--- config.mk ---
export PLATFORM = sky130hd
export DESIGN_NAME = sts_sequencer
export DESIGN_NICKNAME = d
export VERILOG_FILES = /design/src/rtl/sts_pkg.sv /design/src/rtl/sts_addr_split.sv /design/src/rtl/sts_xfer_ctr.sv /design/src/rtl/sts_sequencer.sv
export SDC_FILE = /design/constraint.sdc
export NUM_CORES = 1
export LEC_CHECK = 0
export BUFFER_PORTS_ARGS = -buffer_cell sky130_fd_sc_hd__buf_2
export CORE_MARGIN = 1
export CORE_UTILIZATION = 25
export DETAILED_ROUTE_END_ITERATION = 10
export GPL_TIMING_DRIVEN = 0
export SYNTH_ARGS = -nofsm -noshare
export SYNTH_HDL_FRONTEND = slang
export SYNTH_SLANG_ARGS = --single-unit
--- constraint.sdc ---
create_clock -name clk -period 1.4 [get_ports clk]
set_input_delay 0.14 -clock clk [delete_from_list [all_inputs] [get_ports clk]]
set_output_delay 0.14 -clock clk [all_outputs]
set_load 0.05 [all_outputs]
--- src/rtl/sts_pkg.sv ---
package sts_pkg;

    typedef enum logic [3:0] {
        ST_IDLE,
        ST_CS_SET,
        ST_CS_CLR,
        ST_HA_SET,
        ST_HA_CLR,
        ST_WEN,
        ST_BADDR,
        ST_BXFER,
        ST_FINISH
    } sts_state_e;

    localparam int CB_ENABLE = 7;
    localparam int CB_WEN    = 6;
    localparam int CB_HA     = 5;
    localparam int CB_CS     = 4;
    localparam int CB_BSEL   = 3;

    localparam logic [7:0] CTRL_BASE = (8'd1 << CB_ENABLE) | (8'd1 << CB_BSEL);

endpackage

--- src/rtl/sts_addr_split.sv ---
module sts_addr_split #(
    parameter int SEC_W     = 16,
    parameter int CHIP_W    = 5,
    parameter int HI_W      = 5,
    parameter int SEC_BYTES = 128
) (
    input  logic [SEC_W-1:0]  sector,
    output logic [CHIP_W-1:0] chip,
    output logic [HI_W-1:0]   hi,
    output logic [7:0]        lo_start
);
    localparam int SHIFT    = $clog2(SEC_BYTES);
    localparam int CS_SHIFT = HI_W + 8 - SHIFT;

    // chip = sector / sectors-per-chip, high offset = byte address bits above 8
    assign chip     = CHIP_W'(sector >> CS_SHIFT);
    assign hi       = HI_W'(sector >> (8 - SHIFT));
    assign lo_start = 8'(sector << SHIFT);

endmodule

--- src/rtl/sts_xfer_ctr.sv ---
module sts_xfer_ctr #(
    parameter int SEC_BYTES = 128,
    parameter int IDX_W     = $clog2(SEC_BYTES)
) (
    input  logic             clk,
    input  logic             rst_n,
    input  logic             load,
    input  logic [7:0]       lo_init,
    input  logic             step,
    output logic [7:0]       lo,
    output logic [IDX_W-1:0] idx,
    output logic             last
);
    always_ff @(posedge clk or negedge rst_n) begin
        if (!rst_n) begin
            lo  <= 8'd0;
            idx <= '0;
        end else if (load) begin
            lo  <= lo_init;
            idx <= '0;
        end else if (step) begin
            lo  <= lo + 8'd1;
            idx <= idx + 1'b1;
        end
    end

    assign last = (idx == IDX_W'(SEC_BYTES - 1));

    AST_IDX_STEP: assert property (@(posedge clk) disable iff (!rst_n)
        step && !load && !last |=> idx == $past(idx) + 1'b1);
    AST_LO_WRAP: assert property (@(posedge clk) disable iff (!rst_n)
        step && !load |=> lo == $past(lo) + 8'd1);

endmodule

--- src/rtl/sts_sequencer.sv ---
module sts_sequencer
    import sts_pkg::*;
#(
    parameter int SEC_W     = 16,
    parameter int CHIP_W    = 5,
    parameter int HI_W      = 5,
    parameter int SEC_BYTES = 128,
    parameter int IDX_W     = $clog2(SEC_BYTES)
) (
    input  logic             clk,
    input  logic             rst_n,
    input  logic             start,
    input  logic             dir_write,
    input  logic [SEC_W-1:0] sector,
    output logic             busy,
    output logic             done,
    output logic [7:0]       brd_addr,
    output logic [7:0]       brd_ctrl,
    output logic             brd_rd,
    output logic             brd_wr,
    output logic [7:0]       brd_wdata,
    input  logic [7:0]       brd_rdata,
    output logic             buf_req,
    output logic [IDX_W-1:0] buf_idx,
    input  logic             buf_valid,
    input  logic [7:0]       buf_rdata,
    output logic             buf_st,
    output logic [7:0]       buf_wdata
);
    sts_state_e state, state_nx;

    logic [SEC_W-1:0]  sec_q;
    logic              dir_q;
    logic [CHIP_W-1:0] chip_w;
    logic [HI_W-1:0]   hi_w;
    logic [7:0]        lo0_w;
    logic [7:0]        lo_w;
    logic              last_w;
    logic              step_w;

    sts_addr_split #(
        .SEC_W(SEC_W), .CHIP_W(CHIP_W), .HI_W(HI_W), .SEC_BYTES(SEC_BYTES)
    ) u_split (
        .sector(sec_q), .chip(chip_w), .hi(hi_w), .lo_start(lo0_w)
    );

    sts_xfer_ctr #(.SEC_BYTES(SEC_BYTES), .IDX_W(IDX_W)) u_ctr (
        .clk(clk), .rst_n(rst_n),
        .load(state == ST_HA_CLR), .lo_init(lo0_w),
        .step(step_w), .lo(lo_w), .idx(buf_idx), .last(last_w)
    );

    // one byte completes: reads every transfer cycle, writes on buffer answer
    assign step_w = (state == ST_BXFER) && (!dir_q || buf_valid);

    always_ff @(posedge clk or negedge rst_n) begin
        if (!rst_n) begin
            sec_q <= '0;
            dir_q <= 1'b0;
        end else if (state == ST_IDLE && start) begin
            sec_q <= sector;
            dir_q <= dir_write;
        end
    end

    always_ff @(posedge clk or negedge rst_n) begin
        if (!rst_n) state <= ST_IDLE;
        else        state <= state_nx;
    end

    always_comb begin
        state_nx = state;
        unique case (state)
            ST_IDLE:   if (start) state_nx = ST_CS_SET;
            ST_CS_SET: state_nx = ST_CS_CLR;
            ST_CS_CLR: state_nx = ST_HA_SET;
            ST_HA_SET: state_nx = ST_HA_CLR;
            ST_HA_CLR: state_nx = dir_q ? ST_WEN : ST_BADDR;
            ST_WEN:    state_nx = ST_BADDR;
            ST_BADDR:  state_nx = ST_BXFER;
            ST_BXFER:  if (step_w) state_nx = last_w ? ST_FINISH : ST_BADDR;
            ST_FINISH: state_nx = ST_IDLE;
            default:   state_nx = ST_IDLE;
        endcase
    end

    always_comb begin
        brd_ctrl  = 8'd0;
        brd_addr  = 8'd0;
        brd_rd    = 1'b0;
        brd_wr    = 1'b0;
        buf_req   = 1'b0;
        buf_st    = 1'b0;
        done      = 1'b0;
        brd_wdata = buf_rdata;
        buf_wdata = brd_rdata;
        unique case (state)
            ST_IDLE: ;
            ST_CS_SET: begin
                brd_ctrl = CTRL_BASE | (8'd1 << CB_CS);
                brd_addr = 8'(chip_w);
            end
            ST_CS_CLR: begin
                brd_ctrl = CTRL_BASE;
                brd_addr = 8'(chip_w);
            end
            ST_HA_SET: begin
                brd_ctrl = CTRL_BASE | (8'd1 << CB_HA);
                brd_addr = 8'(hi_w);
            end
            ST_HA_CLR: begin
                brd_ctrl = CTRL_BASE;
                brd_addr = 8'(hi_w);
            end
            ST_WEN: begin
                brd_ctrl = CTRL_BASE | (8'd1 << CB_WEN);
                brd_addr = lo_w;
            end
            ST_BADDR: begin
                brd_ctrl = CTRL_BASE | (8'(dir_q) << CB_WEN);
                brd_addr = lo_w;
            end
            ST_BXFER: begin
                brd_ctrl = CTRL_BASE | (8'(dir_q) << CB_WEN);
                brd_addr = lo_w;
                brd_rd   = !dir_q;
                buf_st   = !dir_q;
                buf_req  = dir_q;
                brd_wr   = dir_q && buf_valid;
            end
            ST_FINISH: done = 1'b1;
            default: ;
        endcase
    end

    assign busy = (state != ST_IDLE);

    AST_LATCH_EXCL: assert property (@(posedge clk) disable iff (!rst_n)
        !(brd_ctrl[CB_CS] && brd_ctrl[CB_HA]));
    AST_STROBE_EXCL: assert property (@(posedge clk) disable iff (!rst_n)
        !(brd_rd && brd_wr));
    AST_RD_NO_WEN: assert property (@(posedge clk) disable iff (!rst_n)
        brd_rd |-> !brd_ctrl[CB_WEN]);
    AST_WR_ENABLED: assert property (@(posedge clk) disable iff (!rst_n)
        brd_wr |-> buf_req && brd_ctrl == 8'hC8);
    AST_DONE_PULSE: assert property (@(posedge clk) disable iff (!rst_n)
        done |=> !done && !busy);
    AST_DONE_CLEAR: assert property (@(posedge clk) disable iff (!rst_n)
        done |-> brd_ctrl == 8'h00 && !brd_rd && !brd_wr);
    AST_START_IGNORED: assert property (@(posedge clk) disable iff (!rst_n)
        busy && start |=> $stable(chip_w) && $stable(hi_w));

endmodule

==> qor.txt <==
Fin crit share - 132%
# DRC - 0
Max FO, Critical Path - 5
Worst-Skew Late Latency - 280 ps
Post-synthesis register bit count - 31
DR pass1 iterations - 4
Vias - 1741
Largest stage delay, worst path - 440 ps
Critical hold path startpoint - sector[4]
Net switching power - 0.00343 W
Nature of the critical path endpoint - primary output
Most frequent cell on the critical path - buf_8
CORE AREA - 7210 µm²
Ys flop type - dfrtp_1
WHS Endpoint - sec_q[4]$_DFFE_PN0P_
Worst vdd ir - 0.601 mV
Area growth from synthesis to layout - 79.2%
CTS Buf Count - 5
Initial antenna violation count - 0
Top Metal Used - met4
Largest net degree at the start of global routing - 32
CTS tree - yes
Final nets - 326
RSZ-0062 raised after global routing - yes
Setup WS post-layout - -445 ps
Number of synthesized flops with an enable pin - 0
Slew Limit Headroom - 53.1%
Flop2flop setup slack - -300 ps
Switching Share - 44.0%
DR iter-0 viols - 49
Critical Path RT - 1260 ps
Top Family by Delay on Critical Path - flip-flops
Die X - 88.2 µm
Routed met2 length - 2700 µm
Final Slew Violations - 0
Hold_ws - 87.8 ps
Die height - 88.2 µm
FF-to-FF path depth - 8
Wire length on met1 - 2210 µm
Tot GR Track Use - 13.6%
Final Instance Area - 3330 µm²
Hold Crit Class - primary input to flip-flop
Most common cell after layout, fill and taps aside - buf_2
Bufs and invs on worst path - 2
Asr flop ratio synth - 100%
Layout cell share with drive strength beyond 1 - 67.0%
Max Clk Rate - 0.542 GHz
Placer Congestion - 0.796
R2r startpoint - state[0]$_DFFE_PN0P_
R2r endpoint - state[1]$_DFFE_PN0P_
Worst setup path class - flip-flop to primary output
Final WL - 5230 µm
Initial Utilization - 25.7%
Sequential share of the synthesized area - 41.8%
Met3 WL - 258 µm
First-pass GRT wire length - 8000 µm
Slew of the pin with the lowest slew margin - 704 ps
Combinational Power Share - 69.2%
Data arrival, critical path - 1710 ps
Setup crit start kind - flip-flop
Post-layout util - 46.1%
Synth cell types - 41
Syn. warnings - 0
Worst Skew - 3.58 ps
Internal power - 0.00437 W
Clock root buffer - clkbuf_8
CTS H-Tree Depth - 2
Clock Path Buffers - 2
Critical-path cell list - buf_8, xnor2_4, nor3_4, a22o_1, a21o_4, buf_8
Input/output buffers - 57
Synthesized area per cell - 9.77 µm²
Per-cell routed wire length - 13.5 µm
Syn Inst Count - 190
Commonest non-fill, non-tap cells in the layout - buf_2, buf_4, dfrtp_1
Status - finished with violations
CP max-delay cell - dfrtp_2
Part of the power in registers - 19.0%
# IOs - 82
Placed Area - 2450 µm²
Final hold vios - 0
DIE AREA - 7780 µm²
Post-DP HPWL - 3290 µm
Vias in the first global route - 1598
Tmin final - 1850 ps
Clk pwr share - 11.7%
Failing checks - negative setup slack
Synth Cell Area - 1860 µm²
Clock sink count - 31
Site Rows - 31
Ant. Diodes - 0
Vias per cell - 4.50
DRT antenna net count - 0
Lkg Pwr - 1.50 nW
Clock-pin slew on the worst setup and hold paths - 70 ps
Worst hold path depth - 2
Setup Viol. Count Final - 46
Power density over the cells - 2340 nW/µm²
Total gr overflow - 0
Max Cap Viol - 0
flip-flops by register name (all words and copies together), names as in the netlist:
name	flops
sec_q	11
dir_q	1
u_ctr.idx	7
u_ctr.lo	8
state	4
power by group through the flow:
stage	combinational, W	clock, W	sequential, W
floorplan	0.00277	0	0.00159
global placement	0.00349	0	0.00149
detailed placement	0.00351	0	0.00150
CTS	0.00481	0.000933	0.00149
global route	0.00570	0.000967	0.00152
finish	0.00540	0.000914	0.00149
layer usage:
layer  track usage, %  up-vias
met5                0        -
met4             3.52        0
met3             3.20        6
met2             22.8       53
met1             17.5      852
li1                 -      830
per-stage QoR:
step	setup WS (ps)	cells	power, W	setup TNS [ps]
6_report	-445	387	0.00780	-8830
4_1_cts	-481	372	0.00723	-7190
3_3_place_gp	-385	348	0.00497	-5140
2_1_floorplan	-180	192	0.00436	-1060
3_5_place_dp	-397	348	0.00501	-5420
5_1_grt	-507	387	0.00819	-11540
timing repair:
action / 4_1_cts / 5_1_grt
cloned: 1 / 1
resized for setup: 100 / 31
hold buffers: 1 / 0
hold endpoints to repair: 31 / 0
endpoints found under the setup margin: 43 / 46
pin swaps: 21 / 18
setup buffers: 14 / 16
cell families (layout without fill, tap and decap cells):
| group | after synthesis | in the layout | share of synthesized area (%) |
|---|---|---|---|
| other cells | 1 | 3 | 0.202 |
| flops | 31 | 31 | 41.8 |
| fa+ha+maj | 2 | 2 | 1.35 |
| xor+xnor | 12 | 12 | 5.66 |
| simple gates | 77 | 77 | 22.6 |
| compound gates | 20 | 20 | 8.29 |
| mux | 13 | 13 | 7.82 |
| buf+inv | 34 | 130 | 12.3 |
worst max path at each step:
stage,start,slack [ps],endpoint,cells after the start
2_1_floorplan,u_ctr.idx[0]$_DFFE_PN0P_,-180,state[2]$_DFFE_PN0P_,4
3_3_place_gp,state[1]$_DFFE_PN0P_,-380,brd_addr[0],7
3_5_place_dp,state[1]$_DFFE_PN0P_,-400,brd_addr[0],7
4_1_cts,state[0]$_DFFE_PN0P_,-480,brd_addr[2],6
5_1_grt,state[1]$_DFFE_PN0P_,-510,brd_addr[4],7
6_report,state[0]$_DFFE_PN0P_,-450,brd_addr[1],6
Yosys cell counts, types with 2 or more instances:
master / instances / area share (%)
nor2b_1: 3 / 1.0
nand2_1: 14 / 2.8
nor3_1: 8 / 2.2
a22o_1: 5 / 2.4
and2_1: 4 / 1.3
nor3b_1: 3 / 1.2
nor2_1: 19 / 3.8
ha_1: 2 / 1.3
mux2_2: 12 / 7.3
dfrtp_1: 31 / 42
o32ai_1: 2 / 0.94
clkbuf_1: 2 / 0.40
inv_1: 2 / 0.40
xor2_1: 2 / 0.94
nor4_1: 5 / 1.7
buf_4: 23 / 9.3
a21o_1: 5 / 2.0
a21oi_1: 2 / 0.54
xnor2_1: 10 / 4.7
nand3_1: 10 / 2.7
buf_2: 6 / 1.6
final cells by class:
| type | instances | area (µm²) |
|---|---|---|
| multi-input combinational | 127 | 1250 |
| tap | 99 | 124 |
| clock buffer | 6 | 82.6 |
| buffer | 32 | 307 |
| inverter | 2 | 10.0 |
| sequential | 31 | 783 |
| timing repair buffer | 88 | 741 |
| clock inverter | 2 | 35.0 |
| fill | 690 | 3890 |
Note: power is estimated with default switching activity, not from simulation.
